==> src/rtl/tgSeqPkg.sv <==
package tgSeqPkg;

  typedef enum logic [1:0] {
    ST_IDLE = 2'd0,
    ST_EVAL = 2'd1,
    ST_XFER = 2'd2,
    ST_GAP  = 2'd3
  } seqState_t;

  // Strobes from control to datapath
  typedef struct packed {
    logic loadPtr;
    logic incPtr;
    logic loadGap;
    logic decGap;
  } seqStrobe_t;

  localparam logic [2:0] MODE_SKIP    = 3'b000;
  localparam logic [2:0] MODE_WAIT_TX = 3'b100;
  localparam logic [2:0] MODE_WAIT_TR = 3'b110;

  localparam int MODE_HI  = 15;
  localparam int MODE_LO  = 13;
  localparam int HOLD_BIT = 12;
  localparam int DLY_BIT  = 10;

endpackage

==> src/rtl/tgSeqDatapath.sv <==
module tgSeqDatapath
  import tgSeqPkg::*;
#(
  parameter int DEPTH      = 16,
  parameter int NUM_GROUPS = 4,
  localparam int AW = $clog2(DEPTH),
  localparam int GW = (NUM_GROUPS > 1) ? $clog2(NUM_GROUPS) : 1
) (
  input  logic                     clk,
  input  logic                     rstN,
  input  seqStrobe_t               strobe,
  input  logic [GW-1:0]            grpSel,
  input  logic [NUM_GROUPS*AW-1:0] grpStarts,
  input  logic [7:0]               wordDelay,
  output logic [AW-1:0]            ptr,
  output logic                     atEnd,
  output logic                     gapZero
);

  localparam int CW = 9;

  logic [AW-1:0] endTab [NUM_GROUPS];
  logic [AW-1:0] startAddr;
  logic [AW-1:0] endAddr;
  logic [CW-1:0] gapCnt;

  // End of each group comes from its upper neighbour's start field
  for (genvar g = 0; g < NUM_GROUPS; g++) begin : gEnd
    if (g == NUM_GROUPS - 1) begin : gTop
      assign endTab[g] = AW'(DEPTH - 1);
    end else begin : gMid
      assign endTab[g] = grpStarts[(g+1)*AW +: AW] - AW'(1);
    end
  end

  assign startAddr = grpStarts[int'(grpSel)*AW +: AW];
  assign endAddr   = endTab[grpSel];
  assign atEnd     = (ptr == endAddr);
  assign gapZero   = (gapCnt == '0);

  always_ff @(posedge clk) begin
    if (!rstN) begin
      ptr <= '0;
    end else if (strobe.loadPtr) begin
      ptr <= startAddr;
    end else if (strobe.incPtr) begin
      ptr <= ptr + AW'(1);
    end
  end

  // Counts wordDelay+1 down to 0: wordDelay+2 cycles in the gap state
  always_ff @(posedge clk) begin
    if (!rstN) begin
      gapCnt <= '0;
    end else if (strobe.loadGap) begin
      gapCnt <= {1'b0, wordDelay} + CW'(1);
    end else if (strobe.decGap) begin
      gapCnt <= gapCnt - CW'(1);
    end
  end

  assert_load_start_R2: assert property (@(posedge clk) disable iff (!rstN)
    strobe.loadPtr |=> ptr == $past(startAddr));

  assert_inc_in_range_R2: assert property (@(posedge clk) disable iff (!rstN)
    strobe.incPtr |-> ptr < endAddr);

  assert_gap_count_R10: assert property (@(posedge clk) disable iff (!rstN)
    strobe.decGap |=> gapCnt == $past(gapCnt) - CW'(1));

endmodule

==> src/rtl/tgSeqCtrl.sv <==
module tgSeqCtrl
  import tgSeqPkg::*;
(
  input  logic        clk,
  input  logic        rstN,
  input  logic        grpEnable,
  input  logic        trigAlways,
  input  logic        trigPulse,
  input  logic        oneShot,
  input  logic [15:0] bufCtrl,
  input  logic        txFull,
  input  logic        rxEmpty,
  input  logic        xferDone,
  input  logic        atEnd,
  input  logic        gapZero,
  output seqStrobe_t  strobe,
  output logic        xferStart,
  output logic        suspended,
  output logic        busy,
  output logic        groupDone
);

  seqState_t state, nextState;
  logic       spent;
  logic [2:0] mode;
  logic       waitCond;
  logic       advance;
  logic       finish;

  assign mode = bufCtrl[MODE_HI:MODE_LO];
  assign waitCond = ((mode == MODE_WAIT_TX) && !txFull) ||
                    ((mode == MODE_WAIT_TR) && (!txFull || !rxEmpty));
  assign busy = (state != ST_IDLE);

  always_comb begin
    strobe    = '0;
    nextState = state;
    xferStart = 1'b0;
    suspended = 1'b0;
    advance   = 1'b0;
    finish    = 1'b0;
    unique case (state)
      ST_IDLE: begin
        if (grpEnable && !spent && (trigAlways || trigPulse)) begin
          strobe.loadPtr = 1'b1;
          nextState      = ST_EVAL;
        end
      end
      ST_EVAL: begin
        if (mode == MODE_SKIP) begin
          advance = 1'b1;
        end else if (waitCond) begin
          suspended = 1'b1;
        end else begin
          xferStart = 1'b1;
          nextState = ST_XFER;
        end
      end
      ST_XFER: begin
        if (xferDone) begin
          if (bufCtrl[DLY_BIT]) begin
            strobe.loadGap = 1'b1;
            nextState      = ST_GAP;
          end else begin
            advance = 1'b1;
          end
        end
      end
      ST_GAP: begin
        if (gapZero) advance = 1'b1;
        else         strobe.decGap = 1'b1;
      end
      default: nextState = ST_IDLE;
    endcase
    if (advance) begin
      if (atEnd) begin
        finish    = 1'b1;
        nextState = ST_IDLE;
      end else begin
        strobe.incPtr = 1'b1;
        nextState     = ST_EVAL;
      end
    end
    // Dropping the enable abandons the run
    if (busy && !grpEnable) begin
      strobe    = '0;
      xferStart = 1'b0;
      suspended = 1'b0;
      finish    = 1'b0;
      nextState = ST_IDLE;
    end
  end

  always_ff @(posedge clk) begin
    if (!rstN) begin
      state     <= ST_IDLE;
      spent     <= 1'b0;
      groupDone <= 1'b0;
    end else begin
      state <= nextState;
      if (strobe.loadPtr) groupDone <= 1'b0;
      else if (finish)    groupDone <= 1'b1;
      if (!grpEnable)               spent <= 1'b0;
      else if (finish && oneShot)   spent <= 1'b1;
    end
  end

  assert_start_pulse_R11: assert property (@(posedge clk) disable iff (!rstN)
    xferStart |=> !xferStart);

  assert_done_after_run_R12: assert property (@(posedge clk) disable iff (!rstN)
    $rose(groupDone) |-> $past(busy));

  assert_oneshot_idle_R4: assert property (@(posedge clk) disable iff (!rstN)
    (spent && grpEnable) |=> !busy);

  assert_abort_R13: assert property (@(posedge clk) disable iff (!rstN)
    (busy && !grpEnable) |=> !busy);

endmodule

==> src/rtl/tgSequencer.sv <==
module tgSequencer
  import tgSeqPkg::*;
#(
  parameter int DEPTH      = 16,
  parameter int NUM_GROUPS = 4,
  localparam int AW = $clog2(DEPTH),
  localparam int GW = (NUM_GROUPS > 1) ? $clog2(NUM_GROUPS) : 1
) (
  input  logic                     clk,
  input  logic                     rstN,
  input  logic                     grpEnable,
  input  logic [GW-1:0]            grpSel,
  input  logic [NUM_GROUPS*AW-1:0] grpStarts,
  input  logic                     trigAlways,
  input  logic                     trigPulse,
  input  logic                     oneShot,
  input  logic [7:0]               wordDelay,
  output logic [AW-1:0]            bufAddr,
  input  logic [15:0]              bufCtrl,
  input  logic                     txFull,
  input  logic                     rxEmpty,
  output logic                     xferStart,
  output logic [7:0]               xferCs,
  output logic                     xferHold,
  output logic [1:0]               xferFmt,
  input  logic                     xferDone,
  output logic                     suspended,
  output logic                     busy,
  output logic                     groupDone
);

  seqStrobe_t strobe;
  logic       atEnd;
  logic       gapZero;

  tgSeqCtrl uCtrl (
    .clk(clk), .rstN(rstN), .grpEnable(grpEnable), .trigAlways(trigAlways),
    .trigPulse(trigPulse), .oneShot(oneShot), .bufCtrl(bufCtrl),
    .txFull(txFull), .rxEmpty(rxEmpty), .xferDone(xferDone),
    .atEnd(atEnd), .gapZero(gapZero), .strobe(strobe),
    .xferStart(xferStart), .suspended(suspended), .busy(busy),
    .groupDone(groupDone)
  );

  tgSeqDatapath #(.DEPTH(DEPTH), .NUM_GROUPS(NUM_GROUPS)) uDp (
    .clk(clk), .rstN(rstN), .strobe(strobe), .grpSel(grpSel),
    .grpStarts(grpStarts), .wordDelay(wordDelay), .ptr(bufAddr),
    .atEnd(atEnd), .gapZero(gapZero)
  );

  assign xferCs   = bufCtrl[7:0];
  assign xferHold = bufCtrl[HOLD_BIT];
  assign xferFmt  = bufCtrl[9:8];

endmodule

==> config.mk <==
export PLATFORM = sky130hd
export DESIGN_NAME = tgSequencer
export DESIGN_NICKNAME = d
export VERILOG_FILES = /design/src/rtl/tgSeqPkg.sv /design/src/rtl/tgSeqDatapath.sv /design/src/rtl/tgSeqCtrl.sv /design/src/rtl/tgSequencer.sv
export SDC_FILE = /design/constraint.sdc
export NUM_CORES = 1
export LEC_CHECK = 0
export BUFFER_PORTS_ARGS = -buffer_cell sky130_fd_sc_hd__buf_4
export CORE_MARGIN = 2
export CORE_UTILIZATION = 30
export DETAILED_ROUTE_END_ITERATION = 8
export GPL_ROUTABILITY_DRIVEN = 0
export SYNTH_ARGS = -nofsm -noshare
export SYNTH_HDL_FRONTEND = slang
export SYNTH_SLANG_ARGS = --single-unit
==> constraint.sdc <==
create_clock -name clk -period 6.4 [get_ports clk]
set_clock_uncertainty 0.2 [all_clocks]
set_input_delay 0.32 -clock clk [delete_from_list [all_inputs] [get_ports clk]]
set_output_delay 0.32 -clock clk [all_outputs]
set_load 0.02 [all_outputs]
# Yosys cells after proc, flatten, opt, wreduce, memory -nomap -nowiden
# Cells that the tools add are included.
[classes] n_addsub=6 order_cmp=1 n_eq_ne=11 shifts=1 mux=41 bitwise_logic=2 reduce_logical=24
[ops] op="$mux W1" count=25
[ops] op="$mux W4" count=5
[ops] op="$mux W9" count=2
[ops] op="$shiftx A16 B5 Y4" count=1
[ops] op="$mux W2" count=6
[ops] op="$sub A4 B1 Y4 const B" count=3
[ops] op="$add A8 B1 Y9 const B" count=1
[ops] op="$logic_not A9 Y1" count=1
[ops] op="$ne A3 B2 Y1 const B" count=3
[ops] op="$sub A9 B1 Y9 const B" count=1
[ops] op="$bmux W4 S2" count=1
[ops] op="$eq A3 B3 Y1 const B" count=2
[ops] op="$logic_and A1 B1 Y1" count=6
[ops] op="$pmux W2 S3" count=1
[ops] op="$reduce_and A6 Y1" count=1
[ops] op="$reduce_bool A2 Y1" count=3
[ops] op="$add A4 B1 Y4 const B" count=1
[ops] op="$eq A2 B2 Y1 const B" count=2
[ops] op="$eq A4 B4 Y1" count=1
[ops] op="$logic_not A1 Y1" count=4
[ops] op="$reduce_bool A4 Y1" count=1
[ops] op="$reduce_or A2 Y1" count=2
[ops] op="$ge A3 B3 Y1 const B" count=1
[ops] op="$logic_not A3 Y1" count=1
[ops] op="other kinds (9)" count=11
[totals] reg_bits=17 in_bits=51 wordCells=91

# Depth between registers and ports, before layout
[depth] depth_word=10 depth_mapped=9 depth_no_buf=8

# By module
# Synthesis repeated with hierarchy kept, for this count alone.
[hier_totals] hier_cells=195 hier_area_um2=1605.3
[modules_own_cells] mod="tgSeqDatapath" n_inst=1 cells_per_inst=137 area_per_inst_um2=1147.4 seq_area_each_um2=260.2
[modules_own_cells] mod="tgSeqCtrl" n_inst=1 cells_per_inst=47 area_per_inst_um2=375.4 seq_area_each_um2=80.1
[modules_own_cells] mod="tgSequencer" n_inst=1 cells_per_inst=11 area_per_inst_um2=82.6 seq_area_each_um2=0.0

# Worst setup path after synthesis
# Ideal clock, no wire load.
[synth_timing] path_kind="input to register" startpoint="input port grpStarts[4]" endpoint="register uDp.ptr[2]" setup_ns=0.074 t_arrival_ns=2.119 setup_slack_ns=4.006 stages=8 path_cell_list="inv_1 ha_1 xnor2_1 mux2_2 nor4_2 a2111oi_4 or4_1 a31oi_1"
[synth_between] elab_chain_len=9
[synth_rtl] element="from (decl)" line="tgSequencer.sv:13" text="input logic [NUM_GROUPS*AW-1:0] grpStarts,"
[synth_rtl] element="$sub A4 B1 Y4" line="tgSeqDatapath.sv:32" text="assign endTab[g] = grpStarts[(g+1)*AW +: AW] - AW'(1);"
[synth_rtl] element="$bmux W4 S2" line="tgSeqDatapath.sv:37" text="assign endAddr = endTab[grpSel];"
[synth_rtl] element="$mux W4 (not written as such) (2 in a row)" line="tgSeqDatapath.sv:37"
[synth_rtl] element="$eq A4 B4 Y1" line="tgSeqDatapath.sv:38" text="assign atEnd = (ptr == endAddr);"
[synth_rtl] element="$mux W1" line="tgSeqCtrl.sv:76" text="if (atEnd) begin"
[synth_rtl] element="$mux W1" line="tgSeqCtrl.sv:75" text="if (advance) begin"
[synth_rtl] element="$mux W4" line="tgSeqCtrl.sv:85" text="if (busy && !grpEnable) begin"
[synth_rtl] element="$reduce_bool A2 Y1 (no source line)"
[synth_rtl] element="to (signal assigned)" line="tgSeqDatapath.sv:45" text="ptr <= startAddr;"
[synth_rtl] element="to (signal assigned)" line="tgSeqDatapath.sv:47" text="ptr <= ptr + AW'(1);"
[synth_rtl] element="to (decl)" line="tgSeqDatapath.sv:15" text="output logic [AW-1:0] ptr,"
# No other way between the ends. The select of a mux whose other input is x is not followed.
# A chain may end at the register's enable or synchronous reset.

# Final worst setup path
[layout_timing] startpoint="register uDp.gapCnt[0]" endpoint="register uDp.gapCnt[6]"
[layout_between] elab_chain_len=5 word_cells_on_any_way=8
[layout_rtl] element="from (decl)" line="tgSeqDatapath.sv:25" text="logic [CW-1:0] gapCnt;"
[layout_rtl] element="from (signal assigned)" line="tgSeqDatapath.sv:56" text="gapCnt <= {1'b0, wordDelay} + CW'(1);"
[layout_rtl] element="from (signal assigned)" line="tgSeqDatapath.sv:58" text="gapCnt <= gapCnt - CW'(1);"
[layout_rtl] element="parallel branches: the longest is 5 deep, another holds $sub A9 B1 Y9"
# Several ways; the timed one is not identified. The select of a mux whose other input is x is not followed.

==> qor.yml <==
status: "finished, final reports clean"
ys_seq_area_frac: 0.194
synthTopCellsByArea: "dfxtp_1, ha_1, xnor2_1"
grtUsageTotal: 0.127
final_hold_viol_count: 0
cts_sinks: 17
post-cts-setup-buffers: 0
reg2reg_slack_ns: 3.85
grt.met2_usage: 0.204
synth_nets: 274
clock_path_buffers: 2
top_level_ports: 70
cts_max_level: 1
fin_ws_ns: 3.85
grt_pass1_wl_um: 6650
hold_buffers: 0
drt_pass1_iterations: 4
final_nets: 307
worst_slew_pin_slew_ns: 0.624
p_leak_nw: 0.940
die_w_um: 80.4
grt_max_degree: 19
first_global_vias: 1483
rows: 27
synth-seq-cells: 17
cts_tree: "done"
drt_wl_total_um: 4020
path_clk_slew_ns: 0.07
min_from: "oneShot"
netlist.area_leader.share: 0.194
coreArea_sq_um: 5570
crit_fanout: 8
setup_viol: 0
synth_cell_types: 55
dp_hpwl_um: 3240
placed_area_sq_um: 2080
hold_class: "primary input to flop"
syn_area_per_cell_sq_um: 8.31
power_density_nw_per_um2: 191
gr-usage-met3: 0.0169
r2r_start: "uDp.gapCnt[0]$_SDFFE_PN0P_"
antenna_left: 0
synth-warning-count: 0
diodes: 0
fin_crit_sh: 0.398
grt_antenna_before_repair: 0
post_cts_resized: 0
synth.largest_area_cell: "dfxtp_1"
drc: 0
drt_iter0_markers: 91
wl_per_cell_um: 12.8
postLayoutCellArea_sq_um: 2120
worstSetupStartpointType: "flop"
async_flop_share: 0
end_kind: "flop"
io_buffers: 46
syn2layout_area_growth_pct: 21.0
synth_flop_cell: "dfxtp_1"
grt-ovfl-total: 0
irDropWorstVdd_uv: 97.4
die-area_sq_um: 6470
finalSetupTns_ns: 0
die-height_um: 80.4
grt-busiest-layer: "met2"
fmax_mhz: 392
min_period_ns: 2.55
cap_violations: 0
crit_type: "flop to flop"
synth_edf_count: 0
cts-root-buf: "clkbuf_8"
slew_headroom: 0.584
arrival_ns: 2.50
slew_violations: 0
startpoint: "uDp.gapCnt[0]$_SDFFE_PN0P_"
initial_core_util: 0.314
required_ns: 6.35
dp_slack_ns: 3.60
synthesis.area_sq_um: 1750
vias: 1614
synthCells: 211
clk_latency_ns: 0.25
use_met1: 0.173
cts_buffers: 3
via_per_inst: 5.12
layout-drive-gt1-share: 0.255
rsz0062_at_grt: "false"
kinds of logic (layout without fill, tap and decap cells):
kind of cell             count (synthesis)  count (layout)  share of synthesized area
AO/OA/AOI/OAI                           42              42                      0.181
XOR/XNOR                                19              19                     0.0949
AND/OR/NAND/NOR                         78              78                      0.258
adder cells (fa/ha/maj)                 12              12                     0.0857
flip-flops                              17              17                      0.194
buffers and inverters                   31              63                     0.0921
multiplexers                            12              12                     0.0942
through the flow:
stage / std cells / utilization / hold WS [ns] / power [mW]
2_1_floorplan: 211 / - / 0.239 / 0.271
3_3_place_gp: 311 / 0.372 / 0.271 / 0.324
3_5_place_dp: 311 / 0.372 / 0.278 / 0.327
4_1_cts: 315 / 0.380 / 0.121 / 0.408
5_1_grt: 315 / 0.380 / 0.151 / 0.436
6_report: 315 / 0.380 / 0.118 / 0.405
sequential cells by signal (all words and copies together) (netlist names):
signal	flops
uCtrl.state	2
uDp.ptr	4
uDp.gapCnt	9
uCtrl.spent	1
uCtrl.groupDone	1
power by group:
group	switching, mW	internal, mW
Clock	0.0384	0.0442
Combinational	0.0971	0.0898
Sequential	0.0173	0.119
area by class of cell:
| type | count | area [sq um] |
|---|---|---|
| Inverter | 13 | 48.8 |
| Multi-Input combinational cell | 163 | 1250 |
| Sequential cell | 17 | 340 |
| Timing Repair Buffer | 46 | 345 |
| Clock buffer | 4 | 45.0 |
| Fill cell | 597 | 3450 |
| Tap cell | 72 | 90.1 |
per-layer routing:
metal / vias to the layer above / routed length, um
met5: - / 0
met4: 0 / 58
met3: 7 / 312
met2: 58 / 1760
met1: 722 / 1890
li1: 827 / -
Yosys cell counts (6+ instances only):
cell	number
nand2_1	20
inv_1	13
xor2_1	7
nor2_1	9
nor3_1	6
a21oi_1	6
o211a_1	6
buf_4	11
dfxtp_1	17
ha_1	12
o21ai_0	7
xnor2_1	12
mux2i_1	6
nand3_1	7
final timing paths:
| path | cells after the start | endpoint |
|---|---|---|
| worst max-delay path | 8 | uDp.gapCnt[6]$_SDFFE_PN0P_ |
| worst min-delay path | 3 | uCtrl.spent$_SDFFE_PN0P_ |
| worst max register to register | 8 | uDp.gapCnt[6]$_SDFFE_PN0P_ |
| worst min register to register | 2 | uCtrl.groupDone$_SDFFE_PP0P_ |
cells in the final DEF, fill, tap and decap left out, types with 7 or more instances in the layout:
| cell | netlist | layout |
|---|---|---|
| buf_4 | 11 | 46 |
| dfxtp_1 | 17 | 17 |
| ha_1 | 12 | 12 |
| inv_1 | 13 | 13 |
| nand2_1 | 20 | 20 |
| nand3_1 | 7 | 7 |
| nor2_1 | 9 | 9 |
| o21ai_0 | 7 | 7 |
| xnor2_1 | 12 | 12 |
| xor2_1 | 7 | 7 |
critical path: stages (launching register included):
cell	delay, ns
dfxtp_1	0.39
inv_1	0.08
ha_1	0.19
nor4b_1	0.15
a21oi_1	0.53
nand3_1	0.21
or3_1	0.36
xnor2_1	0.13
o211a_1	0.20
No activity file was read; power rests on OpenSTA's default activity.
